File: src/rtl/vms_pkg.sv
package vms_pkg;

  localparam int STATUS_W = 8;

  // Packed so that the first member lands in bit 7 and the last in bit 0.
  typedef struct packed {
    logic g1_off;   // bit 7
    logic g1_on;    // bit 6
    logic g0_off;   // bit 5
    logic g0_on;    // bit 4
    logic nopend;   // bit 3
    logic noentry;  // bit 2
    logic under;    // bit 1
    logic eoi;      // bit 0
  } status_t;

  localparam logic [1:0] LR_INVALID = 2'b00;
  localparam logic [1:0] LR_PENDING = 2'b01;

endpackage

File: src/rtl/vms_lr_scan.sv
module vms_lr_scan #(
  parameter int LR_COUNT = 4
) (
  input  logic [2*LR_COUNT-1:0] lr_state,
  output logic                  any_pending,
  output logic                  few_valid
);
  import vms_pkg::*;

  localparam int CNT_W = $clog2(LR_COUNT + 1);

  logic [LR_COUNT-1:0] pend_vec;
  logic [LR_COUNT-1:0] valid_vec;
  logic [CNT_W-1:0]    valid_cnt;

  for (genvar i = 0; i < LR_COUNT; i++) begin : g_entry
    logic [1:0] code;
    assign code         = lr_state[2*i +: 2];
    assign pend_vec[i]  = (code == LR_PENDING);
    assign valid_vec[i] = (code != LR_INVALID);
  end

  always_comb begin
    valid_cnt = '0;
    for (int i = 0; i < LR_COUNT; i++) begin
      valid_cnt = valid_cnt + CNT_W'(valid_vec[i]);
    end
  end

  assign any_pending = |pend_vec;
  assign few_valid   = (valid_cnt <= CNT_W'(1));

endmodule

File: src/rtl/vms_cause_eval.sv
module vms_cause_eval #(
  parameter int LR_COUNT  = 4,
  parameter int EOI_CNT_W = 5
) (
  input  logic                 ie_g1_off,
  input  logic                 ie_g1_on,
  input  logic                 ie_g0_off,
  input  logic                 ie_g0_on,
  input  logic                 ie_nopend,
  input  logic                 ie_noentry,
  input  logic                 ie_under,
  input  logic                 guest_g0_en,
  input  logic                 guest_g1_en,
  input  logic                 any_pending,
  input  logic                 few_valid,
  input  logic [EOI_CNT_W-1:0] eoi_count,
  input  logic [LR_COUNT-1:0]  eoi_status,
  output vms_pkg::status_t     status_d
);

  always_comb begin
    status_d.g1_off  = ie_g1_off  & ~guest_g1_en;
    status_d.g1_on   = ie_g1_on   &  guest_g1_en;
    status_d.g0_off  = ie_g0_off  & ~guest_g0_en;
    status_d.g0_on   = ie_g0_on   &  guest_g0_en;
    status_d.nopend  = ie_nopend  & ~any_pending;
    status_d.noentry = ie_noentry & (eoi_count != '0);
    status_d.under   = ie_under   & few_valid;
    status_d.eoi     = |eoi_status;
  end

endmodule

File: src/rtl/vms_read_port.sv
module vms_read_port #(
  parameter int              ADDR_W      = 12,
  parameter int              DATA_W      = 32,
  parameter logic [ADDR_W-1:0] STATUS_ADDR = 12'h010
) (
  input  logic                         clk,
  input  logic                         rst,
  input  logic                         rd_en,
  input  logic [ADDR_W-1:0]            addr,
  input  logic [vms_pkg::STATUS_W-1:0] status_q,
  output logic [DATA_W-1:0]            rdata
);
  import vms_pkg::*;

  localparam int PAD_W = DATA_W - STATUS_W;

  logic hit;
  assign hit = rd_en && (addr == STATUS_ADDR);

  always_ff @(posedge clk) begin
    if (rst) begin
      rdata <= '0;
    end else if (hit) begin
      rdata <= {{PAD_W{1'b0}}, status_q};
    end else begin
      rdata <= '0;
    end
  end

endmodule

File: src/rtl/vmaint_status.sv
module vmaint_status #(
  parameter int                LR_COUNT    = 4,
  parameter int                EOI_CNT_W   = 5,
  parameter int                ADDR_W      = 12,
  parameter int                DATA_W      = 32,
  parameter logic [ADDR_W-1:0] STATUS_ADDR = 12'h010
) (
  input  logic                  clk,
  input  logic                  rst,
  input  logic                  ctl_en,
  input  logic                  ie_g1_off,
  input  logic                  ie_g1_on,
  input  logic                  ie_g0_off,
  input  logic                  ie_g0_on,
  input  logic                  ie_nopend,
  input  logic                  ie_noentry,
  input  logic                  ie_under,
  input  logic                  guest_g0_en,
  input  logic                  guest_g1_en,
  input  logic [2*LR_COUNT-1:0] lr_state,
  input  logic [EOI_CNT_W-1:0]  eoi_count,
  input  logic [LR_COUNT-1:0]   eoi_status,
  input  logic                  rd_en,
  input  logic                  wr_en,
  input  logic [ADDR_W-1:0]     addr,
  input  logic [DATA_W-1:0]     wdata,
  output logic [DATA_W-1:0]     rdata,
  output logic                  maint_irq
);
  import vms_pkg::*;

  // The status word is read-only, so the write side is left without a sink.
  logic unused_wr;
  assign unused_wr = ^{wr_en, wdata};

  logic                any_pending;
  logic                few_valid;
  status_t             status_d;
  logic [STATUS_W-1:0] status_q;

  vms_lr_scan #(.LR_COUNT(LR_COUNT)) u_scan (
    .lr_state    (lr_state),
    .any_pending (any_pending),
    .few_valid   (few_valid)
  );

  vms_cause_eval #(.LR_COUNT(LR_COUNT), .EOI_CNT_W(EOI_CNT_W)) u_eval (
    .ie_g1_off   (ie_g1_off),
    .ie_g1_on    (ie_g1_on),
    .ie_g0_off   (ie_g0_off),
    .ie_g0_on    (ie_g0_on),
    .ie_nopend   (ie_nopend),
    .ie_noentry  (ie_noentry),
    .ie_under    (ie_under),
    .guest_g0_en (guest_g0_en),
    .guest_g1_en (guest_g1_en),
    .any_pending (any_pending),
    .few_valid   (few_valid),
    .eoi_count   (eoi_count),
    .eoi_status  (eoi_status),
    .status_d    (status_d)
  );

  // Status and interrupt are registered from the same sampled inputs.
  always_ff @(posedge clk) begin
    if (rst) begin
      status_q  <= '0;
      maint_irq <= 1'b0;
    end else begin
      status_q  <= status_d;
      maint_irq <= ctl_en & (|status_d);
    end
  end

  vms_read_port #(
    .ADDR_W      (ADDR_W),
    .DATA_W      (DATA_W),
    .STATUS_ADDR (STATUS_ADDR)
  ) u_rd (
    .clk      (clk),
    .rst      (rst),
    .rd_en    (rd_en),
    .addr     (addr),
    .status_q (status_q),
    .rdata    (rdata)
  );

endmodule

File: config.mk
export PLATFORM = sky130hd
export DESIGN_NAME = vmaint_status
export DESIGN_NICKNAME = d
export VERILOG_FILES = /design/src/rtl/vms_pkg.sv /design/src/rtl/vms_lr_scan.sv /design/src/rtl/vms_cause_eval.sv /design/src/rtl/vms_read_port.sv /design/src/rtl/vmaint_status.sv
export SDC_FILE = /design/constraint.sdc
export NUM_CORES = 1
export LEC_CHECK = 0
export CAP_MARGIN = 20
export CORE_MARGIN = 1
export CORE_UTILIZATION = 25
export CTS_BUF_LIST = sky130_fd_sc_hd__clkbuf_8
export DETAILED_ROUTE_END_ITERATION = 16
export PLACE_DENSITY = 0.71
export SLEW_MARGIN = 15
export SYNTH_ARGS = -nofsm -noshare
export SYNTH_HDL_FRONTEND = slang
export SYNTH_HIERARCHICAL = 1
export SYNTH_SLANG_ARGS = --single-unit
File: constraint.sdc
create_clock -name clk -period 1.8 [get_ports clk]
set_input_delay 0.36 -clock clk [delete_from_list [all_inputs] [get_ports clk]]
set_output_delay 0.36 -clock clk [all_outputs]
set_load 0.1 [all_outputs]
## Word level (Yosys, flattened, before mapping)

Cells that the tools add are included.

- Word-level logic and storage cells: 35
- Memory bits (read-only): 0
- Bits of input ports: 75
- Memories kept: 0
- Register bits: 41
- Output and inout bits: 33
- Latch bits: 0
- Bits in writable memories: 0

- Reductions and logical operators: 10
- Divide/modulo/power cells: 0
- Muxes and demuxes: 0
- Multiply operators: 0
- Add/subtract/negate cells: 3
- Order comparisons: 1
- Equal/unequal tests: 5
- Bitwise operators: 12
- Shifts and indexed selects: 0

Operators by type and width:

| operator | count |
|---|---|
| $eq 12x5->1 const B | 1 |
| $reduce_or 11->1 | 1 |
| $and 1x1->1 | 8 |
| $eq 2x1->1 const B | 4 |
| $reduce_bool 2->1 | 4 |
| $reduce_or 4->1 | 2 |
| $add 3x1->3 | 2 |
| $reduce_bool 5->1 | 1 |
| $not 1->1 | 4 |
| $le 3x1->1 const B | 1 |
| $add 1x1->2 | 1 |
| $reduce_or 2->1 | 1 |
| $logic_and 1x1->1 | 1 |

## Longest topological paths before layout

- Word-level depth: 8
- Gate-level depth with buffers: 6
- Gate-level depth less buffers: 6

## Hierarchy

Netlist, hierarchy kept.

Modules (own cells, without submodules):

| module | cells an instance | area an instance (um^2) | instances | sequential area each (um^2) |
|---|---|---|---|---|
| vms_read_port | 55 | 574.3 | 1 | 160.2 |
| vmaint_status | 21 | 276.5 | 1 | 180.2 |
| vms_lr_scan | 11 | 80.1 | 1 | 0.0 |
| vms_cause_eval | 9 | 60.1 | 1 | 0.0 |

## Worst setup path before layout

Ideal clock, no wire load.

- Kind: input-to-reg
- From: in lr_state[2]
- To: reg maint_irq
- Data required time: 1675 ps
- Library setup time: 125 ps
- Path slack: 124 ps
- Path buffers: 0
- Stages: 6
- Arrival time: 1551 ps
- Path through: nor2_1 > fa_1 > o21a_1 > and2_1 > nor4_2 > a21oi_1

RTL lines:

| what | line | source |
|---|---|---|
| start, declared | vmaint_status.sv:20 | `input logic [2*LR_COUNT-1:0] lr_state,` |
| end signal, assigned | vmaint_status.sv:71 | `maint_irq <= ctl_en & (\|status_d);` |
| end, declared | vmaint_status.sv:28 | `output logic maint_irq` |

==> flow_metrics.env <==
export IMPL_status="finished clean"
export IMPL_numPortBuffers=50
export IMPL_clkSlewWorstSetupHoldPaths_ns=0.06
export IMPL_path_cells="clkdlybuf4s50_1 -> nor2_2 -> fa_1 -> o21a_1 -> and2_4 -> nor4_2 -> a21oi_1"
export IMPL_synth_cell_type_count=21
export IMPL_ir_drop_v=0.000234
export IMPL_placed_cells=195
export IMPL_maxCapViolCount=0
export IMPL_max_freq_mhz=571
export IMPL_whs_endpoint="u_rd/rdata[6]$_SDFF_PP0_"
export IMPL_r2r_end="u_rd/rdata[3]$_SDFF_PP0_"
export IMPL_die_area_um2=4220
export IMPL_rr_worst_depth=2
export IMPL_start_kind="input port"
export IMPL_dieHeight_um=65.0
export IMPL_r2r_start="status_q[3]$_SDFF_PP0_"
export IMPL_finalCriticalPeriod_ns=1.75
export IMPL_holdCritStartpoint="status_q[6]$_SDFF_PP0_"
export IMPL_synth_common_cells="25 x buf_4, 17 x dfxtp_1, 9 x nor4_2"
export IMPL_worst_ep_arrival_time_ns=1.88
export IMPL_n_fill_cell=383
export IMPL_area_growth_pct=63.9
export IMPL_layout_cells_non_filler=199
export IMPL_numCtsBuffers=3
export IMPL_yosysTopAreaCell="dfxtp_1"
export IMPL_synth_seq_cells=17
export IMPL_ctsHtreeMaxLevel=1
export IMPL_firstDrtPassIters=3
export IMPL_cp_end_kind="flip-flop"
export IMPL_crit_required_ns=1.93
export IMPL_overflow=0
export IMPL_cts_setup_buffers=0
export IMPL_routed_wl_mm=1.93
export IMPL_seq_area_frac_synth_pct=34.3
export IMPL_drc=0
export IMPL_async_flop_share_pct=0
export IMPL_grt_pass1_vias=745
export IMPL_num_rows=22
export IMPL_crit_buf_inv=1
export IMPL_crit_family="buffers and inverters"
export IMPL_antennaDiodeCount=0
export IMPL_fin_tns_setup_ns=0
export IMPL_fin_skew_ns=0.000782
export IMPL_start_util_pct=26.5
export IMPL_wl_per_cell_um=9.68
export IMPL_ys_warnings_count=6
export IMPL_place_ws_ns=-0.416
export IMPL_vias_per_cell=3.94
export IMPL_gp_congestion=0.720
export IMPL_clk_path_buf_depth=2
export IMPL_setup_viol=0
export IMPL_ant_nets=0
export IMPL_cp_slowest_stage_delay_ns=0.48
export IMPL_cp_max_fo=2
export IMPL_cts_root_buf="clkbuf_8"
export IMPL_ios=108
export IMPL_syn_mean_instance_area_um2=10.3
export IMPL_min_path_cells=2
export IMPL_grt_max_degree=10
export IMPL_hold_viol_final=0
export IMPL_r2r_setup_slack_ns=0.80
export IMPL_synth_area_um2=991
export IMPL_hold_worst_slack_ns=0.546
export IMPL_period_share_pct=97.2
export IMPL_coreArea_um2=3740
export IMPL_finalMaxSlewViolations=0
export IMPL_regArea_um2=340
export IMPL_power_leakage_nw=0.665
export IMPL_vias=785
export IMPL_synth_edf_count=0
export IMPL_antenna_found_initial=0
export IMPL_path_class="in2reg"
export IMPL_power_total_mw=1.03
export IMPL_cts_tree="yes"
export IMPL_fin_ws_ns=0.0497
export IMPL_multi_input_area_um2=539
export IMPL_clk_insertion_delay_late_ns=0.24
export IMPL_power_density_nw_per_um2=636
export IMPL_hpwlAfterDp_mm=1.71
export IMPL_hp_class="reg2reg"
export IMPL_nets=228
export IMPL_synth_flop_cell="dfxtp_1"
export IMPL_rsz0062_at_grt="false"
export IMPL_yosysMostFrequentCell="buf_4"
export IMPL_cts_sinks=17
export IMPL_synth_top_cell_area_share_pct=34.3
export IMPL_drive_gt1_share_pct=27.2
export IMPL_synthCells=96
export IMPL_critPathSlowestCell="clkdlybuf4s50_1"
export IMPL_grt_usage_pct=9.75
export IMPL_grt_pass1_wl_mm=3.08
export IMPL_die_w_um=65.0
export IMPL_synth_area_top_cells="dfxtp_1 34%, buf_4 19%, nor4_2 11%, or3b_2 7.1%, and2b_1 4.5%"
export IMPL_drtIter0Drc=16
[worst max-delay path by stage]
stage	to	slack, ns	from	cells past startpoint
after floorplan	maint_irq$_SDFF_PP0_	0.12	lr_state[2]	6
after global placement	maint_irq$_SDFF_PP0_	-0.37	lr_state[2]	7
after detailed placement	maint_irq$_SDFF_PP0_	-0.42	lr_state[0]	7
after CTS	maint_irq$_SDFF_PP0_	0.02	lr_state[0]	7
after global routing	maint_irq$_SDFF_PP0_	0.000007	lr_state[1]	7
final	maint_irq$_SDFF_PP0_	0.05	lr_state[1]	7
[tightest hold or removal path, delay by kind of cell (launching register included)]
kind	cells	cell delay, ns
flip-flops	1	0.29
AND/OR/NAND/NOR	2	0.21
[layer usage]
metal	up-vias	global-route usage (%)	wire length, µm
met3	5	2.29	151
li1	388	-	-
met1	352	8.41	599
met4	0	5.83	44
met5	-	0	0
met2	40	19.7	1130
[placed cells by master, fill, tap and decap left out, drive strengths merged, types with 3 or more instances in the layout]
cell type / n
nor2: 4
nor4: 10
conb: 24
clkdlybuf4s50: 38
or4: 3
buf: 14
nor2b: 4
and2: 3
or3b: 8
clkbuf: 3
dlymetal6s2s: 3
and2b: 7
nand2b: 4
dfxtp: 17
[cell families after synthesis]
| family | Yosys count | share of synthesized area [%] |
|---|---|---|
| AOI/OAI and AO/OA | 4 | 3.53 |
| adders and majority gates | 1 | 2.02 |
| buffers and inverters | 28 | 21.0 |
| DFF | 17 | 34.3 |
| other | 1 | 0.378 |
| and+or+nand+nor | 45 | 38.8 |
[registers in the layout, indices dropped and copies added, names as in the netlist]
register    cells
status_q        8
u_rd/rdata      8
maint_irq       1
[cell type report]
class | count | share of cell area [%]
tap | 48 | 3.70
inverter | 1 | 0.231
clock buffer | 3 | 2.54
clock inverter | 1 | 0.231
timing repair buffer | 55 | 39.1
multi-input combinational | 74 | 33.2
sequential | 17 | 21.0
[power by group]
| part | total, mW | internal, mW | switching, mW |
|---|---|---|---|
| logic | 0.382 | 0.111 | 0.270 |
| registers | 0.388 | 0.385 | 0.00244 |
| clock network | 0.264 | 0.151 | 0.113 |
| total | 1.03 | 0.647 | 0.386 |
[what timing repair did]
action | CTS | global route
pin swaps | 3 | 4
hold buffers | 0 | 0
resized for setup | 1 | 6
endpoints found under the setup margin | 1 | 1
[stage by stage]
stage / utilization, % / area [µm²]
global route: 43.4 / 1620
global placement: 41.7 / 1560
floorplan: - / 1080
detailed placement: 41.7 / 1560
CTS: 43.0 / 1610
finish: 43.4 / 1620
Note: power is estimated with default switching activity, not from simulation.
